**config.mk**
```make
export PLATFORM = sky130hd
export DESIGN_NAME = audio_chunk_fifo_flags
export DESIGN_NICKNAME = d
export VERILOG_FILES = /design/src/rtl/acf_pkg.sv /design/src/rtl/acf_cfg.sv /design/src/rtl/acf_fifo.sv /design/src/rtl/acf_chunk_flag.sv /design/src/rtl/audio_chunk_fifo_flags.sv
export SDC_FILE = /design/constraint.sdc
export NUM_CORES = 2
export LEC_CHECK = 0
export BUFFER_PORTS_ARGS = -buffer_cell sky130_fd_sc_hd__buf_4
export CAP_MARGIN = 0
export CORE_ASPECT_RATIO = 2
export CORE_MARGIN = 4
export CORE_UTILIZATION = 56
export CTS_BUF_LIST = sky130_fd_sc_hd__clkbuf_4 sky130_fd_sc_hd__clkbuf_8 sky130_fd_sc_hd__clkbuf_16
export DETAILED_ROUTE_END_ITERATION = 12
export PLACE_DENSITY = 0.75
export SYNTH_ARGS = -nofsm -noshare
export SYNTH_HDL_FRONTEND = slang
export SYNTH_HIERARCHICAL = 1
export SYNTH_SLANG_ARGS = --single-unit
```
**constraint.sdc**
```tcl
create_clock -name clk -period 3.2 [get_ports clk]
set_input_delay 0 -clock clk [delete_from_list [all_inputs] [get_ports clk]]
set_output_delay 0 -clock clk [all_outputs]
set_load 0.05 [all_outputs]
```
**src/rtl/acf_pkg.sv**
```systemverilog
package acf_pkg;
   localparam int CODE_W   = 3;
   localparam int MAX_CODE = 4;

   // Chunk length in samples for a code; codes above MAX_CODE saturate.
   function automatic int unsigned chunk_len(input logic [CODE_W-1:0] code);
      if (code > CODE_W'(MAX_CODE))
         return 32'd1 << MAX_CODE;
      return 32'd1 << code;
   endfunction
endpackage

```
**src/rtl/acf_cfg.sv**
```systemverilog
module acf_cfg #(
   parameter int LANES  = 4,
   parameter int WORD_W = 32,
   parameter int BASE   = 16,
   parameter int STRIDE = 4,
   localparam int CW    = acf_pkg::CODE_W
) (
   input  logic                  clk,
   input  logic                  rst_n,
   input  logic                  we,
   input  logic                  wp,
   input  logic [WORD_W-1:0]     wdata,
   output logic [LANES*CW-1:0]   codes
);
   if (BASE + (LANES - 1) * STRIDE + CW > WORD_W) begin : g_bad_layout
      $error("acf_cfg: chunk fields exceed the configuration word");
   end
   if (STRIDE < CW) begin : g_bad_stride
      $error("acf_cfg: fields overlap");
   end

   logic load;
   assign load = we && !wp;

   for (genvar ln = 0; ln < LANES; ln++) begin : g_lane
      logic [CW-1:0] code_q;
      always_ff @(posedge clk or negedge rst_n) begin
         if (!rst_n)
            code_q <= '0;
         else if (load)
            code_q <= wdata[BASE + ln*STRIDE +: CW];
      end
      assign codes[ln*CW +: CW] = code_q;
   end

   logic unused_wdata_bits;
   assign unused_wdata_bits = ^wdata;

   // a protected write leaves the codes untouched
   a_r7_protect_holds: assert property (@(posedge clk) disable iff (!rst_n)
      (we && wp) |=> $stable(codes));
endmodule

```
**src/rtl/acf_fifo.sv**
```systemverilog
module acf_fifo #(
   parameter int DW    = 16,
   parameter int DEPTH = 32,
   localparam int AW   = $clog2(DEPTH),
   localparam int LW   = $clog2(DEPTH + 1)
) (
   input  logic          clk,
   input  logic          rst_n,
   input  logic          push_vld,
   input  logic [DW-1:0] push_data,
   output logic          push_rdy,
   input  logic          pop_rdy,
   output logic          pop_vld,
   output logic [DW-1:0] pop_data,
   output logic [LW-1:0] level
);
   if ((1 << AW) != DEPTH) begin : g_bad_depth
      $error("acf_fifo: DEPTH must be a power of two");
   end

   logic [DW-1:0] mem [DEPTH];
   logic [AW-1:0] wr_ptr, rd_ptr;
   logic [LW-1:0] level_q;
   logic          push_fire, pop_fire;

   assign push_rdy  = (level_q != LW'(DEPTH));
   assign pop_vld   = (level_q != '0);
   assign push_fire = push_vld && push_rdy;
   assign pop_fire  = pop_rdy && pop_vld;
   assign pop_data  = mem[rd_ptr];
   assign level     = level_q;

   always_ff @(posedge clk) begin
      if (push_fire)
         mem[wr_ptr] <= push_data;
   end

   always_ff @(posedge clk or negedge rst_n) begin
      if (!rst_n) begin
         wr_ptr  <= '0;
         rd_ptr  <= '0;
         level_q <= '0;
      end else begin
         if (push_fire) wr_ptr <= wr_ptr + 1'b1;
         if (pop_fire)  rd_ptr <= rd_ptr + 1'b1;
         case ({push_fire, pop_fire})
            2'b10:   level_q <= level_q + 1'b1;
            2'b01:   level_q <= level_q - 1'b1;
            default: level_q <= level_q;
         endcase
      end
   end

   // a push offered to a full FIFO without a pop does not change the level
   a_r8_no_overflow: assert property (@(posedge clk) disable iff (!rst_n)
      (push_vld && !push_rdy && !pop_fire) |=> (level == $past(level)));
   // popping an empty FIFO is refused
   a_r8_no_underflow: assert property (@(posedge clk) disable iff (!rst_n)
      (!pop_vld && !push_vld) |=> (level == '0));
   // simultaneous push and pop keep the level
   a_r9_push_pop_level: assert property (@(posedge clk) disable iff (!rst_n)
      (push_fire && pop_fire) |=> (level == $past(level)));
endmodule

```
**src/rtl/acf_chunk_flag.sv**
```systemverilog
module acf_chunk_flag #(
   parameter int DEPTH      = 32,
   parameter bit FREE_SLOTS = 1'b0,
   localparam int LW        = $clog2(DEPTH + 1),
   localparam int CW        = acf_pkg::CODE_W
) (
   input  logic          clk,
   input  logic          rst_n,
   input  logic [LW-1:0] level,
   input  logic [CW-1:0] code,
   output logic          flag,
   output logic          trig
);
   if (DEPTH < (1 << acf_pkg::MAX_CODE)) begin : g_too_shallow
      $error("acf_chunk_flag: DEPTH must hold the largest chunk");
   end

   logic [LW-1:0] thr, metric;
   logic          flag_q, trig_q;

   assign thr = LW'(acf_pkg::chunk_len(code));

   if (FREE_SLOTS) begin : g_free
      assign metric = LW'(DEPTH) - level;
   end else begin : g_used
      assign metric = level;
   end

   assign flag = (metric >= thr);

   always_ff @(posedge clk or negedge rst_n) begin
      if (!rst_n) begin
         flag_q <= 1'b0;
         trig_q <= 1'b0;
      end else begin
         flag_q <= flag;
         trig_q <= flag && !flag_q;
      end
   end
   assign trig = trig_q;

   // trigger lasts one cycle
   a_r6_single_pulse: assert property (@(posedge clk) disable iff (!rst_n)
      trig |=> !trig);
   // a flag rise is followed by a trigger
   a_r6_rise_pulses: assert property (@(posedge clk) disable iff (!rst_n)
      $rose(flag) |=> trig);
endmodule

```
**src/rtl/audio_chunk_fifo_flags.sv**
```systemverilog
module audio_chunk_fifo_flags #(
   parameter int LANES  = 4,
   parameter int DW     = 16,
   parameter int DEPTH  = 32,
   parameter int WORD_W = 32,
   parameter int BASE   = 16,
   parameter int STRIDE = 4,
   localparam int CW    = acf_pkg::CODE_W,
   localparam int LW    = $clog2(DEPTH + 1)
) (
   input  logic                clk,
   input  logic                rst_n,
   input  logic                cfg_we,
   input  logic                cfg_wp,
   input  logic [WORD_W-1:0]   cfg_wdata,
   input  logic [LANES-1:0]    rx_push_vld,
   input  logic [LANES*DW-1:0] rx_push_data,
   output logic [LANES-1:0]    rx_push_rdy,
   input  logic [LANES-1:0]    rx_pop_rdy,
   output logic [LANES-1:0]    rx_pop_vld,
   output logic [LANES*DW-1:0] rx_pop_data,
   input  logic [LANES-1:0]    tx_push_vld,
   input  logic [LANES*DW-1:0] tx_push_data,
   output logic [LANES-1:0]    tx_push_rdy,
   input  logic [LANES-1:0]    tx_pop_rdy,
   output logic [LANES-1:0]    tx_pop_vld,
   output logic [LANES*DW-1:0] tx_pop_data,
   output logic [LANES-1:0]    rx_chunk_flag,
   output logic [LANES-1:0]    tx_chunk_flag,
   output logic [LANES-1:0]    rx_dma_trig,
   output logic [LANES-1:0]    tx_dma_trig
);
   logic [LANES*CW-1:0] codes;

   acf_cfg #(.LANES(LANES), .WORD_W(WORD_W), .BASE(BASE), .STRIDE(STRIDE)) cfg_i (
      .clk(clk), .rst_n(rst_n), .we(cfg_we), .wp(cfg_wp),
      .wdata(cfg_wdata), .codes(codes));

   for (genvar ln = 0; ln < LANES; ln++) begin : g_lane
      logic [LW-1:0] rx_level, tx_level;

      acf_fifo #(.DW(DW), .DEPTH(DEPTH)) rx_fifo_i (
         .clk(clk), .rst_n(rst_n),
         .push_vld(rx_push_vld[ln]), .push_data(rx_push_data[ln*DW +: DW]),
         .push_rdy(rx_push_rdy[ln]),
         .pop_rdy(rx_pop_rdy[ln]), .pop_vld(rx_pop_vld[ln]),
         .pop_data(rx_pop_data[ln*DW +: DW]), .level(rx_level));

      acf_fifo #(.DW(DW), .DEPTH(DEPTH)) tx_fifo_i (
         .clk(clk), .rst_n(rst_n),
         .push_vld(tx_push_vld[ln]), .push_data(tx_push_data[ln*DW +: DW]),
         .push_rdy(tx_push_rdy[ln]),
         .pop_rdy(tx_pop_rdy[ln]), .pop_vld(tx_pop_vld[ln]),
         .pop_data(tx_pop_data[ln*DW +: DW]), .level(tx_level));

      acf_chunk_flag #(.DEPTH(DEPTH), .FREE_SLOTS(1'b0)) rx_flag_i (
         .clk(clk), .rst_n(rst_n), .level(rx_level),
         .code(codes[ln*CW +: CW]),
         .flag(rx_chunk_flag[ln]), .trig(rx_dma_trig[ln]));

      acf_chunk_flag #(.DEPTH(DEPTH), .FREE_SLOTS(1'b1)) tx_flag_i (
         .clk(clk), .rst_n(rst_n), .level(tx_level),
         .code(codes[ln*CW +: CW]),
         .flag(tx_chunk_flag[ln]), .trig(tx_dma_trig[ln]));

      // a full transmit FIFO never reports chunk space
      a_r5_full_no_space: assert property (@(posedge clk) disable iff (!rst_n)
         !tx_push_rdy[ln] |-> !tx_chunk_flag[ln]);
      // an empty receive FIFO never reports a chunk
      a_r4_empty_no_chunk: assert property (@(posedge clk) disable iff (!rst_n)
         !rx_pop_vld[ln] |-> !rx_chunk_flag[ln]);
   end
endmodule

```
# Yosys cells after proc, flatten, opt, wreduce, memory -nomap -nowiden
# Memories as Yosys holds them, arrays and structs flattened.
# Cells that the tools add are included.
op_classes:
  eq_ne: 24
  mux: 36
  order_cmp: 12
  reduce_logical: 50
  n_addsub: 36
  n_shift: 4
ops:
  columns: ["op", "count"]
  rows:
  - ["6-bit one-hot mux with 2 select lines", 8]
  - ["5-bit by 1-bit adder with 5-bit output, second input constant", 16]
  - ["6-bit by 1-bit adder with 6-bit output, second input constant", 8]
  - ["6-bit >= comparator", 8]
  - ["6-bit != test, second input constant", 8]
  - ["6-bit nonzero test", 8]
  - ["6-bit by 1-bit subtractor with 6-bit output, second input constant", 8]
  - ["1-bit logical AND", 25]
  - ["6-bit 2-to-1 mux", 4]
  - ["1-bit by 3-bit left shift with 6-bit output, first input constant", 4]
  - ["6-bit subtractor, first input constant", 4]
  - ["1-bit 2-to-1 mux", 20]
  - ["5-bit 2-to-1 mux", 4]
  - ["2-bit by 1-bit equality test with 1-bit output, second input constant", 8]
  - ["2-bit equality test, second input constant", 8]
  - ["2-bit nonzero test", 8]
  - ["3-bit greater-than comparator, second input constant", 4]
  - ["1-bit logical NOT", 9]
word_totals:
  ram_bits: 4096
  output_inout_bits: 160
  input_bits: 180
  memories: 8
  wordCells: 214
  register_bits: 156
mem_list:
  columns: ["memory", "depth", "width", "rd", "rd_ports_with_merged_regs", "write_ports", "line", "rtl"]
  rows:
  - ["g_lane[0].rx_fifo_i.mem", 32, 16, 1, 0, 1, "acf_fifo.sv:21", "logic [DW-1:0] mem [DEPTH];"]
  - ["g_lane[0].tx_fifo_i.mem", 32, 16, 1, 0, 1, "acf_fifo.sv:21", null]
  - ["g_lane[1].rx_fifo_i.mem", 32, 16, 1, 0, 1, "acf_fifo.sv:21", null]
  - ["g_lane[1].tx_fifo_i.mem", 32, 16, 1, 0, 1, "acf_fifo.sv:21", null]
  - ["g_lane[2].rx_fifo_i.mem", 32, 16, 1, 0, 1, "acf_fifo.sv:21", null]
  - ["g_lane[2].tx_fifo_i.mem", 32, 16, 1, 0, 1, "acf_fifo.sv:21", null]
  - ["2 more memories", null, null, null, null, null, null, null]

# Logic depth before layout (Yosys ltp)
logic_depth:
  ltp_word: 5
  ltp_mapped: 11
  mapped_depth_nobuf: 10

# Hierarchy
# The synthesis kept the hierarchy.
by_module_without_submodules:
  columns: ["mod", "cells_per_inst", "n_inst", "seq_area_each_um2", "area_per_inst_um2"]
  rows:
  - ["acf_fifo (g_lane[0].tx_fifo_i ...)", 979, 4, 15775.1, 20525.9]
  - ["acf_fifo (g_lane[2].tx_fifo_i ...)", 1051, 3, 15775.1, 20648.6]
  - ["acf_fifo (g_lane[0].rx_fifo_i)", 979, 1, 15775.1, 20532.2]
  - ["acf_chunk_flag (g_lane[0].tx_flag_i ...)", 36, 4, 50.0, 302.8]
  - ["acf_chunk_flag (g_lane[0].rx_flag_i ...)", 26, 4, 50.0, 229.0]
  - ["acf_cfg", 26, 1, 300.3, 506.7]

# Worst setup path after synthesis
# OpenSTA, ideal clock, no wires.
synth_timing:
  kind: "flip-flop to flip-flop"
  start: "register g_lane[0].tx_fifo_i.level_q[0]"
  end: "register g_lane[0].tx_fifo_i.level_q[5]"
  setup_slack_ns: 0.123
  path_stages_with_launch: 11
  setup_ns: 0.123
  arrival_time_ns: 2.955
  t_required_ns: 3.077
  synth_period_minus_slack_ns: 3.077
  n_path_buf: 1
  path_cell_list: "dfrtp_1 -> or4_1 -> o31a_1 -> clkbuf_1 -> inv_1 -> ha_1 -> ha_1 -> nor4bb_1 -> a311o_1 -> or3b_1 -> xnor2_1"
synth_via:
  elab_chain_cells: 4
  word_cells_on_any_way: 10
  cone_classes: "add/sub (2); eq/ne (3); mux (1); reduce/logical (4)"
synth_rtl:
  columns: ["item", "line", "rtl"]
  rows:
  - ["from (decl)", "acf_fifo.sv:23", "logic [LW-1:0] level_q;"]
  - ["from (signal assigned)", "acf_fifo.sv:47", "2'b10: level_q <= level_q + 1'b1;"]
  - ["from (signal assigned)", "acf_fifo.sv:48", "2'b01: level_q <= level_q - 1'b1;"]
  - ["from (signal assigned)", "acf_fifo.sv:49", "default: level_q <= level_q;"]
  - ["parallel branches: the longest is 4 deep, another holds 6-bit by 1-bit subtractor with 6-bit output", null, null]
# Several ways; the timed one is not identified.
# A chain may end at the register's enable or synchronous reset.

# Final worst setup path
layout_timing:
  start: "register g_lane[1].rx_fifo_i.rd_ptr[0]"
  end: "output port rx_pop_data[29]"
layout_via:
  elab_chain_cells: 1
layout_rtl:
  columns: ["item", "line", "rtl"]
  rows:
  - ["from (decl)", "acf_fifo.sv:22", "logic [AW-1:0] wr_ptr, rd_ptr;"]
  - ["from (signal assigned)", "acf_fifo.sv:45", "if (pop_fire) rd_ptr <= rd_ptr + 1'b1;"]
  - ["memory read 32 x 16 bit", null, null]
  - ["to (decl)", "audio_chunk_fifo_flags.sv:21", "output logic [LANES*DW-1:0] rx_pop_data,"]
# No other way between the ends.

==> impl_metrics.csv <==
group,metric,value,unit
yosys,syn_inst,8322,
setup_path,rrSetupSlack,0.08,ns
setup_path,r2r-start,"g_lane[2].tx_fifo_i/level[0]$_DFFE_PN0P_",
floorplan,fp.dieW,394,µm
floorplan,row_count,283,
place,place_area,177000,µm²
floorplan,io_pins,340,
sta,drv_slew,0,
sta,skew,0.0632,ns
outcome,status,"finished, violations left",
detailed_routing,firstDrtPassIters,5,
yosys,yosysWarnings,6,
job,drv_cap,0,
layout,fill_cells,18200,
clock_network,cts_tree,"built",
layout,final_layout_size_suffix_gt1_share,30.0,%
setup_path,crit_path_frequent_cell,"buf_12",
global_route,grt.total_usage,26.5,%
sta,setup_viol,29,
setup_path,crit_required,3.20,ns
sta,post-route-period-util,103,%
power_and_ir_drop,peakVddDrop,1.54,mV
layout,final_cell_mix,"edfxtp_1, buf_4, mux4_2",
sta,worst_pin_slew,1.19,ns
setup_path,worst_setup_path_end_kind,"primary output",
detailed_routing,num_vias,87400,
sta,finalHoldViolCount,0,
power_and_ir_drop,p_int,122,mW
hold_path,worstHoldPathType,"input port to flip-flop",
hold_path,min_from,"tx_push_data[41]",
power_and_ir_drop,leakagePower,65.9,nW
floorplan,die_area,308000,µm²
yosys,avgSynthCellArea,20.1,µm²
setup_path,cp_slowest_cell,"dfrtp_4",
clock_network,clockBufferDepth,4,
place,gp_congestion,0.876,
setup_path,cpPeakStageDelay,0.49,ns
clock_network,clk-insertion-delay-late,0.92,ns
sta,layout_setup_ws,-0.0884,ns
yosys,ys_ff_latch,4252,
sta,rsz0062_at_grt,"yes",
power_and_ir_drop,power.density,944,nW/µm²
clock_network,cts-htree-levels,5,
place,io_buffer_count,319,
layout,final_common_cell,"edfxtp_1",
power_and_ir_drop,comb_power_share,39.2,%
yosys,syn_nets,8642,
yosys,ys_seq_area_share,75.9,%
power_and_ir_drop,p_sw_share,34.9,%
clock_network,clock-root-buffer,"clkbuf_16",
yosys,async_flop_share,3.67,%
setup_path,cp-startpoint,"g_lane[1].rx_fifo_i/rd_ptr[0]$_DFFE_PN0P_",
layout,seq_area,127000,µm²
detailed_routing,wl_per_cell,30.2,µm
global_route,gr-total-overflow,0,
detailed_routing,avgViaCountPerCell,6.39,
setup_path,startpoint_type,"flip-flop",
floorplan,dieHeight,781,µm
setup_path,critPathArrivalTime,3.29,ns
power_and_ir_drop,p_sw,65.2,mW
setup_path,r2r_end,"g_lane[2].tx_fifo_i/level[5]$_DFFE_PN0P_",
setup_path,cp_max_fo,7,
global_route,antenna_found_initial,14,
power_and_ir_drop,seq_power_share,36.4,%
global_route,grt_pass1_vias,91800,
place,dp_hpwl,255,mm
setup_path,crit_end,"rx_pop_data[29]",
detailed_routing,ant_nets,0,
sta,fin_setup_tns,-1.19,ns
yosys,synth-edff-count,4096,
floorplan,start_util,56.3,%
detailed_routing,wl,413,mm
layout,area_growth_syn_to_layout,18.4,%
global_route,grt_pass1_wl,611,mm
power_and_ir_drop,clockPowerShare,24.5,%
floorplan,coreArea,297000,µm²
global_route,grt_max_degree,63,
setup_path,rr_worst_depth,9,
setup_path,crit_type,"flip-flop to primary output",
setup_path,worstPathCellList,"buf_12, buf_8, buf_12, mux4_2, a22o_4, a2111oi_4, buf_4, a21oi_4, buf_6",
yosys,synth_area,167000,µm²
layout,multi_input_area,40300,µm²
layout,final_area,198000,µm²
sta,slew_headroom,20.6,%
clock_network,clock_sinks,4252,
detailed_routing,first_iter_violations,8264,
clock_network,cts.clk_slew.worst_paths,0.06,ns
yosys,yosysUniqueCellTypes,71,
sta,min_period,3.29,ns
yosys,synthFlopType,"edfxtp_1",
sta,max_freq,304,MHz
detailed_routing,drc,0,
outcome,violations,"negative setup slack",
clock_network,cts_buffers,357,
layout,nets,9841,
stage by stage:
step,setup WS (ns),hold WS (ns),util (%),power [mW],instances
2_1_floorplan,0.123,-0.296,-,108,8322
3_3_place_gp,0.132,-0.0326,59.6,128,12600
3_5_place_dp,0.0282,-0.0314,59.6,130,12600
4_1_cts,-0.170,0.00126,66.2,185,13600
5_1_grt,-0.169,0.0494,66.6,193,13700
6_report,-0.0884,0.0728,66.6,187,13700
worst min-delay path by stage:
stage,endpoint,slack [ns],cells after the start
6_report,g_lane[2].tx_fifo_i/mem[15][9]$_DFFE_PP_,0.07,2
5_1_grt,g_lane[0].tx_fifo_i/mem[19][0]$_DFFE_PP_,0.05,2
4_1_cts,g_lane[2].tx_fifo_i/mem[15][9]$_DFFE_PP_,0.001,2
3_5_place_dp,g_lane[3].tx_fifo_i/wr_ptr[0]$_DFFE_PN0P_,-0.03,1
3_3_place_gp,g_lane[3].tx_fifo_i/wr_ptr[0]$_DFFE_PN0P_,-0.03,1
2_1_floorplan,cfg_i/g_lane[0].code_q[0]$_DFFE_PN0P_,-0.30,0
state kept, by name (all words and copies together), names as in the netlist:
signal and count:
g_lane.rx_fifo_i/rd_ptr 20, g_lane.rx_flag_i/flag_q 4, g_lane.tx_fifo_i/wr_ptr 20, g_lane.rx_fifo_i/mem 2048, g_lane.tx_fifo_i/rd_ptr 20, g_lane.rx_fifo_i/level 24
g_lane.tx_flag_i/flag_q 4, g_lane.rx_fifo_i/wr_ptr 20, g_lane.tx_fifo_i/mem 2048, cfg_i/g_lane.code_q 12, g_lane.tx_flag_i/trig 4, g_lane.rx_flag_i/trig 4
g_lane.tx_fifo_i/level 24
power by group through the flow:
stage / Combinational [mW] / Clock (mW) / Sequential [mW]
global placement: 58.8 / 0 / 69.3
global route: 76.3 / 48.7 / 68.3
detailed placement: 60.0 / 0 / 69.7
finish: 73.2 / 45.7 / 68.0
floorplan: 40.7 / 0 / 67.6
CTS: 70.7 / 46.3 / 67.9
logic make-up (layout without fill, tap and decap cells):
family / Yosys count / count (layout) / share of synthesized area [%]
adder cells (fa/ha/maj): 140 / 140 / 1.08
other: 8 / 17 / 0.0180
XOR/XNOR: 96 / 96 / 0.503
AND/OR/NAND/NOR: 728 / 728 / 2.25
flip-flops: 4252 / 4252 / 75.9
buffers and inverters: 569 / 2062 / 1.66
AO/OA/AOI/OAI: 1128 / 1128 / 5.07
multiplexers: 1401 / 1401 / 13.5
worst max-delay path: cells and delay by family, from the launching register on:
family | cells | cell delay [ns]
mux | 1 | 0.43
flops | 1 | 0.49
buf+inv | 5 | 0.79
compound gates | 3 | 0.67
routing by layer:
layer / GRT usage [%] / vias up / wire, µm
met5: 0 / - / 38
met4: 10.6 / 6 / 18800
met3: 3.49 / 901 / 26300
met2: 49.8 / 3906 / 231000
met1: 30.6 / 45700 / 137000
li1: - / 36900 / -
final cells by class:
class                   instances  share of cell area, %
flip-flops and latches       4252                   64.2
multi-input cells            3501                   20.4
repair buffers               1307                   6.64
clock buffers                 432                   4.87
well taps                    3847                   2.43
clock inverters               221                   1.34
inverters                     102                  0.193
diodes                          9                 0.0114
cells in the mapped netlist (36+ instances only):
library cell	n	area [µm²]
buf_4	37	278
a31oi_1	96	601
edfxtp_1	4096	123000
buf_2	124	621
nor2_1	292	1100
mux2i_1	613	6140
nand2_1	99	372
o22ai_1	75	469
o221ai_1	92	806
ha_1	132	1650
mux2_2	98	1100
a22oi_1	272	2040
a22o_1	80	701
nand4_1	77	482
a2111oi_2	61	916
buf_6	43	484
o211ai_1	96	721
buf_1	36	135
mux4_2	672	15100
dfrtp_1	156	3900
a21oi_1	174	871
clkbuf_1	226	848
inv_1	102	383
xnor2_1	68	596
o21ai_0	64	320
what timing repair did:
action,4_1_cts,5_1_grt
resized for setup,536,179
hold endpoints to repair,5227,0
pin swaps,135,92
setup endpoints to repair,132,106
buffers inserted,140,63
cloned,30,6
hold buffers,211,0
Power figures use the tool's default switching activity.
